--- src/rtl/wake_timer_pkg.sv ---
package wake_timer_pkg;
  typedef enum logic [1:0] {
    SRC_OFF   = 2'd0,
    SRC_SYS   = 2'd1,
    SRC_FIXED = 2'd2,
    SRC_EXT   = 2'd3
  } src_e;

  typedef enum logic [1:0] {
    REG_CTRL  = 2'd0,
    REG_COUNT = 2'd1,
    REG_LIMIT = 2'd2,
    REG_START = 2'd3
  } reg_e;
endpackage

--- src/rtl/wt_prescaler.sv ---
module wt_prescaler
  import wake_timer_pkg::*;
#(
  parameter int PS_W = 3
) (
  input  logic            clk,
  input  logic            rst,
  input  src_e            src_prog,
  input  logic [PS_W-1:0] ps_prog,
  input  logic            fixed_tick,
  input  logic            ext_tick,
  output logic            tick
);
  localparam int DIV_W = (1 << PS_W) - 1;

  src_e             src_act;
  logic [PS_W-1:0]  ps_act;
  logic [DIV_W-1:0] pcnt;
  logic [DIV_W-1:0] mask;
  logic             src_hit;

  assign mask = {DIV_W{1'b1}} >> (PS_W'(DIV_W) - ps_act);

  always_comb begin
    case (src_act)
      SRC_SYS:   src_hit = 1'b1;
      SRC_FIXED: src_hit = fixed_tick;
      SRC_EXT:   src_hit = ext_tick;
      default:   src_hit = 1'b0;
    endcase
  end

  assign tick = src_hit && (pcnt == mask);

  always_ff @(posedge clk) begin
    if (rst) begin
      pcnt    <= '0;
      src_act <= SRC_OFF;
      ps_act  <= '0;
    end else if (src_prog == SRC_OFF || src_act == SRC_OFF) begin
      pcnt    <= '0;
      src_act <= src_prog;
      ps_act  <= ps_prog;
    end else if (src_hit) begin
      if (pcnt == mask) begin
        pcnt    <= '0;
        src_act <= src_prog;
        ps_act  <= ps_prog;
      end else begin
        pcnt <= pcnt + DIV_W'(1);
      end
    end
  end

  // a stopped source holds the divider at zero and produces no tick
  a_r11_stop_clears: assert property (@(posedge clk) disable iff (rst)
    (src_prog == SRC_OFF) |=> (pcnt == '0 && !tick));
endmodule

--- src/rtl/wt_counter.sv ---
module wt_counter #(
  parameter int CNT_W = 16
) (
  input  logic             clk,
  input  logic             rst,
  input  logic             tick,
  input  logic             reload_wr,
  input  logic [CNT_W-1:0] start_val,
  input  logic [CNT_W-1:0] limit_val,
  output logic [CNT_W-1:0] cnt,
  output logic             wrap
);
  assign wrap = tick && !reload_wr && (cnt == limit_val);

  always_ff @(posedge clk) begin
    if (rst)
      cnt <= '0;
    else if (reload_wr || wrap)
      cnt <= start_val;
    else if (tick)
      cnt <= cnt + CNT_W'(1);
  end

  // counter write loads the start value
  a_r6_reload: assert property (@(posedge clk) disable iff (rst)
    reload_wr |=> (cnt == $past(start_val)));
  // reaching the limit reloads the start value
  a_r5_wrap: assert property (@(posedge clk) disable iff (rst)
    (tick && !reload_wr && cnt == limit_val) |=> (cnt == $past(start_val)));
  // below the limit a tick steps by one
  a_r5_step: assert property (@(posedge clk) disable iff (rst)
    (tick && !reload_wr && cnt != limit_val) |=> (cnt == $past(cnt) + CNT_W'(1)));
endmodule

--- src/rtl/wt_flag.sv ---
module wt_flag (
  input  logic clk,
  input  logic rst,
  input  logic wrap,
  input  logic rd_stat,
  input  logic wr_stat,
  input  logic wr_flag_bit,
  input  logic ie,
  output logic flag,
  output logic irq
);
  logic armed;
  logic clear_ok;

  assign clear_ok = wr_stat && !wr_flag_bit && armed;

  always_ff @(posedge clk) begin
    if (rst) begin
      flag  <= 1'b0;
      armed <= 1'b0;
      irq   <= 1'b0;
    end else begin
      if (wrap)          flag <= 1'b1;
      else if (clear_ok) flag <= 1'b0;
      if (wr_stat)               armed <= 1'b0;
      else if (rd_stat && flag)  armed <= 1'b1;
      irq <= flag && ie;
    end
  end

  // a wrap always leaves the flag set, even against a clear
  a_r9_wrap_sets: assert property (@(posedge clk) disable iff (rst)
    wrap |=> flag);
  // without a clearing write the flag holds
  a_r8_hold: assert property (@(posedge clk) disable iff (rst)
    (flag && !(wr_stat && !wr_flag_bit)) |=> flag);
  // without a prior read the flag cannot be cleared
  a_r8_needs_read: assert property (@(posedge clk) disable iff (rst)
    (flag && !armed) |=> flag);
  // with the enable low the interrupt is low next cycle
  a_r10_gate: assert property (@(posedge clk) disable iff (rst)
    !ie |=> !irq);
endmodule

--- src/rtl/wake_timer.sv ---
module wake_timer
  import wake_timer_pkg::*;
#(
  parameter int CNT_W  = 16,
  parameter int PS_W   = 3,
  parameter int DATA_W = 32
) (
  input  logic              clk,
  input  logic              rst,
  input  logic              fixed_tick,
  input  logic              ext_tick,
  input  logic              bus_sel,
  input  logic              bus_we,
  input  logic [1:0]        bus_addr,
  input  logic [DATA_W-1:0] bus_wdata,
  output logic [DATA_W-1:0] bus_rdata,
  output logic              irq
);
  localparam int SRC_LO = PS_W;
  localparam int IE_BIT = PS_W + 2;
  localparam int FL_BIT = PS_W + 3;
  localparam int CTL_W  = PS_W + 4;

  src_e             src_q;
  logic [PS_W-1:0]  ps_q;
  logic             ie_q;
  logic [CNT_W-1:0] limit_q;
  logic [CNT_W-1:0] start_q;
  logic [CNT_W-1:0] cnt;
  logic             tick;
  logic             wrap;
  logic             flag;
  logic             wr_ctrl, rd_ctrl, wr_count;
  logic             unused_wdata;

  assign unused_wdata = ^bus_wdata[DATA_W-1:CTL_W];
  assign wr_ctrl  = bus_sel && bus_we  && (reg_e'(bus_addr) == REG_CTRL);
  assign rd_ctrl  = bus_sel && !bus_we && (reg_e'(bus_addr) == REG_CTRL);
  assign wr_count = bus_sel && bus_we  && (reg_e'(bus_addr) == REG_COUNT);

  always_ff @(posedge clk) begin
    if (rst) begin
      src_q   <= SRC_OFF;
      ps_q    <= '0;
      ie_q    <= 1'b0;
      limit_q <= '1;
      start_q <= '0;
    end else if (bus_sel && bus_we) begin
      case (reg_e'(bus_addr))
        REG_CTRL: begin
          ps_q  <= bus_wdata[PS_W-1:0];
          src_q <= src_e'(bus_wdata[SRC_LO+1:SRC_LO]);
          ie_q  <= bus_wdata[IE_BIT];
        end
        REG_LIMIT: limit_q <= bus_wdata[CNT_W-1:0];
        REG_START: start_q <= bus_wdata[CNT_W-1:0];
        default: ;
      endcase
    end
  end

  always_ff @(posedge clk) begin
    if (rst)
      bus_rdata <= '0;
    else if (bus_sel && !bus_we) begin
      case (reg_e'(bus_addr))
        REG_CTRL:  bus_rdata <= DATA_W'({flag, ie_q, src_q, ps_q});
        REG_COUNT: bus_rdata <= DATA_W'(cnt);
        REG_LIMIT: bus_rdata <= DATA_W'(limit_q);
        default:   bus_rdata <= DATA_W'(start_q);
      endcase
    end
  end

  wt_prescaler #(.PS_W(PS_W)) u_div (
    .clk(clk), .rst(rst), .src_prog(src_q), .ps_prog(ps_q),
    .fixed_tick(fixed_tick), .ext_tick(ext_tick), .tick(tick)
  );

  wt_counter #(.CNT_W(CNT_W)) u_cnt (
    .clk(clk), .rst(rst), .tick(tick), .reload_wr(wr_count),
    .start_val(start_q), .limit_val(limit_q), .cnt(cnt), .wrap(wrap)
  );

  wt_flag u_flag (
    .clk(clk), .rst(rst), .wrap(wrap), .rd_stat(rd_ctrl), .wr_stat(wr_ctrl),
    .wr_flag_bit(bus_wdata[FL_BIT]), .ie(ie_q), .flag(flag), .irq(irq)
  );

  // interrupt is low in the cycle after reset
  a_r1_irq_reset: assert property (@(posedge clk) rst |=> !irq);
endmodule

--- config.mk ---
export PLATFORM = sky130hd
export DESIGN_NAME = wake_timer
export DESIGN_NICKNAME = d
export VERILOG_FILES = /design/src/rtl/wake_timer_pkg.sv /design/src/rtl/wt_prescaler.sv /design/src/rtl/wt_counter.sv /design/src/rtl/wt_flag.sv /design/src/rtl/wake_timer.sv
export SDC_FILE = /design/constraint.sdc
export NUM_CORES = 1
export LEC_CHECK = 0
export BUFFER_PORTS_ARGS = -buffer_cell sky130_fd_sc_hd__buf_2
export CORE_MARGIN = 2
export CORE_UTILIZATION = 30
export CTS_CLUSTER_SIZE = 25
export DETAILED_ROUTE_END_ITERATION = 8
export PLACE_DENSITY_LB_ADDON = 0.25
export REMOVE_ABC_BUFFERS = 1
export SYNTH_ARGS = -nofsm -noshare
export SYNTH_HDL_FRONTEND = slang
export SYNTH_SLANG_ARGS = --single-unit
export TNS_END_PERCENT = 5
--- constraint.sdc ---
create_clock -name clk -period 2.96 [get_ports clk]
set_input_delay 0.296 -clock clk [delete_from_list [all_inputs] [get_ports clk]]
set_output_delay 0.296 -clock clk [all_outputs]
set_load 0.01 [all_outputs]
==> impl_metrics.toml <==
[floorplanning]
die_w_um = 123
io_pins = 73
fp.dieH_um = 123
coreArea_um2 = 13900
row_count = 43
start_util_pct = 30.7
die_area_um2 = 15200

[hold_path]
hp-start = "bus_wdata[8]"
holdPathStages = 3
hold_path_end = "limit_q[8]"
min_path_type = "input pin to flip-flop"

[timing]
period_needed_ps = 2670
rsz0062_at_grt = "no"
fin_setup_tns_ps = 0
finalClockSkew_ps = 7.03
max_freq_ghz = 0.375
setup_viol = 0
period_share_pct = 90.1
relSlewSlack_pct = 39.5
hold_violations = 0
worst_pin_slew_ps = 907
final_max_slew_viol_count = 0

[yosys]
synth_area_leaders = "dfxtp_1, nand2_1, mux2i_1, a21oi_1, xnor2_1"
yosysTopAreaCellShare_pct = 40.0
synth_warnings = 0
synth_largest_area_cell = "dfxtp_1"
synth_cells = 514
synth_edf_count = 0
ys_dominant_reg_cell = "dfxtp_1"
synthArstFlopShare_pct = 0
synthesis.area_um2 = 4260
synth.yosys.seq_area_share_pct = 40.0
ys_ff_latch = 85
syn_avg_cell_area_um2 = 8.29
ys_types = 49

[finish]
fill_cells = 1456
final_common_cell = "nand2_1"
drive_gt1_share_pct = 17.3
n_antenna_cell = 0
nets = 592
area_growth_pct = 15.4
final_util_pct = 35.4
final_cell_mix = "nand2_1, dfxtp_1, buf_2"

[global_routing]
grt_pass1_vias = 3558
grt_start_max_net_pins = 46
grt_overflow = 0
antenna_found_initial = 0
grt_pass1_wl_mm = 18.9
grt_use_total_pct = 16.3

[power]
powerDensity_nw_per_um2 = 506
p_int_w = 0.00187
p_comb_share_pct = 8.7
peakVddDrop_v = 0.000282
power_frac_seq_pct = 48.1
clkPwrFrac_pct = 43.2
p_switching_w = 0.000620
p_leak_nw = 1.72
swShare_pct = 24.9

[run]
drv_cap = 0

[clock_network]
cts-root-buf = "clkbuf_16"
numCtsBuffers = 9
clock_path_buffers = 2
cts-htree-levels = 3
cts_hold_buf = 0
cts_setup_buffers = 0
cts_resized = 0
clk_latency_ps = 350
path_clk_slew_ps = 60
cts.sinks = 85
tritoncts = "done"

[route]
ant_nets = 0
drc = 0
num_vias = 3712
post_drt_wl_per_cell_um = 15.9
first_pass_iters = 4
drtIter0Drc = 198
vias_per_cell = 5.05
wl_mm = 11.7

[critical_path]
worstSetupPathType = "flip-flop to flip-flop"
r2r-end = "u_cnt.cnt[15]"
critPathMaxFanout = 10
r2r_slack_ps = 290
ff2ff_path_depth = 7
start_kind = "flip-flop"
end_kind = "flip-flop"
cp.arrival_ps = 2960
worstPathRequired_ps = 3250
rr_startpoint = "u_div.ps_act[1]"

[placed_design]
place.gp.congestion = 0.844
port_buffers = 40
place_hpwl_mm = 8.08

[status]
outcome = "completed"
-- routing by layer --
layer | share of wire (%) | global-route usage [%] | routed length (µm) | vias up
met5 | 0 | 0 | 0 | -
met4 | 1.3 | 4.76 | 147 | 0
met3 | 4.8 | 4.20 | 567 | 12
met2 | 48 | 26.8 | 5670 | 73
met1 | 45 | 21.2 | 5320 | 1778
li1 | - | - | - | 1849
-- layout make-up --
class / count / area, µm² / area share (%)
flip-flops and latches: 85 / 1700 / 34.6
well taps: 180 / 225 / 4.58
clock inverters: 4 / 22.5 / 0.458
multi-input cells: 385 / 2330 / 47.4
repair buffers: 59 / 343 / 6.97
inverters: 10 / 37.5 / 0.764
clock buffers: 12 / 256 / 5.22
-- cells by family (layout without fill, tap and decap cells) --
logic type	count (synthesis)	count (layout)	share of synthesized area, %
AO/OA/AOI/OAI	97	97	14.5
XOR/XNOR	23	23	4.73
adder cells (fa/ha/maj)	2	2	0.587
buffers and inverters	59	85	6.73
flip-flops	85	85	40.0
multiplexers	39	39	11.5
other	1	16	0.0880
AND/OR/NAND/NOR	208	208	21.9
-- state kept, by name, summed over array words and instances (netlist names) --
name / flops
bus_rdata: 16
limit_q: 16
start_q: 16
u_cnt.cnt: 16
u_div.pcnt: 7
ps_q: 3
u_div.ps_act: 3
src_q: 2
u_div.src_act: 2
ie_q: 1
u_flag.armed: 1
u_flag.flag: 1
u_flag.irq: 1
-- critical path, cell delays in order (launching register included) --
cell	delay (ps)
dfxtp_1	400
or3_1	390
a31oi_1	160
a211oi_1	100
or4_4	610
or4_1	520
a211oi_1	280
a311o_1	150
-- through the flow --
stage                     instances  setup WS [ps]  total power (W)  hold WS [ps]  area (µm²)
after floorplan                 480            206          0.00133           365        4070
after detailed placement        719            332          0.00144           447        4640
after global routing            735            159          0.00260           181        4920
after CTS                       735            309          0.00253           168        4920
final                           735            293          0.00249           178        4920
after global placement          719            389          0.00144           445        4640
-- synthesized netlist by cell type (2+ instances only) --
library cell,count
nand3_1,20
clkbuf_1,29
nor2b_1,4
a22oi_1,2
and3_1,5
nand3b_1,3
o22ai_1,5
xnor2_1,19
nor2_1,33
o31ai_1,4
a221oi_1,11
inv_1,10
nand2b_1,2
a32oi_1,3
nor3b_1,2
o21ai_0,11
nor3_1,17
buf_4,16
ha_1,2
dfxtp_1,85
mux4_2,7
nand2_1,105
mux2_2,9
buf_2,4
a21oi_1,39
o21a_1,2
a211oi_1,4
xor2_1,4
nand4_1,5
a31oi_1,8
mux2i_1,23
and2_1,4
-- worst max path at each step --
| stage | endpoint | slack [ps] | from | cells after the start |
|---|---|---|---|---|
| 5_1_grt | u_cnt.cnt[15] | 160 | u_div.ps_act[1] | 7 |
| 4_1_cts | u_cnt.cnt[15] | 310 | u_div.ps_act[1] | 7 |
| 3_5_place_dp | u_cnt.cnt[15] | 330 | u_div.ps_act[1] | 7 |
| 3_3_place_gp | u_cnt.cnt[15] | 390 | u_div.ps_act[1] | 7 |
| 2_1_floorplan | u_cnt.cnt[15] | 210 | u_div.ps_act[1] | 7 |
| 6_report | u_cnt.cnt[15] | 290 | u_div.ps_act[1] | 7 |
-- power groups by stage --
| stage | sequential, W | combinational [W] | clock, W |
|---|---|---|---|
| 6_report | 0.00120 | 0.000216 | 0.00108 |
| 5_1_grt | 0.00120 | 0.000240 | 0.00116 |
| 4_1_cts | 0.00120 | 0.000218 | 0.00111 |
| 3_5_place_dp | 0.00122 | 0.000218 | 0 |
| 3_3_place_gp | 0.00122 | 0.000216 | 0 |
| 2_1_floorplan | 0.00122 | 0.000110 | 0 |
(Power assumes the default switching activity.)
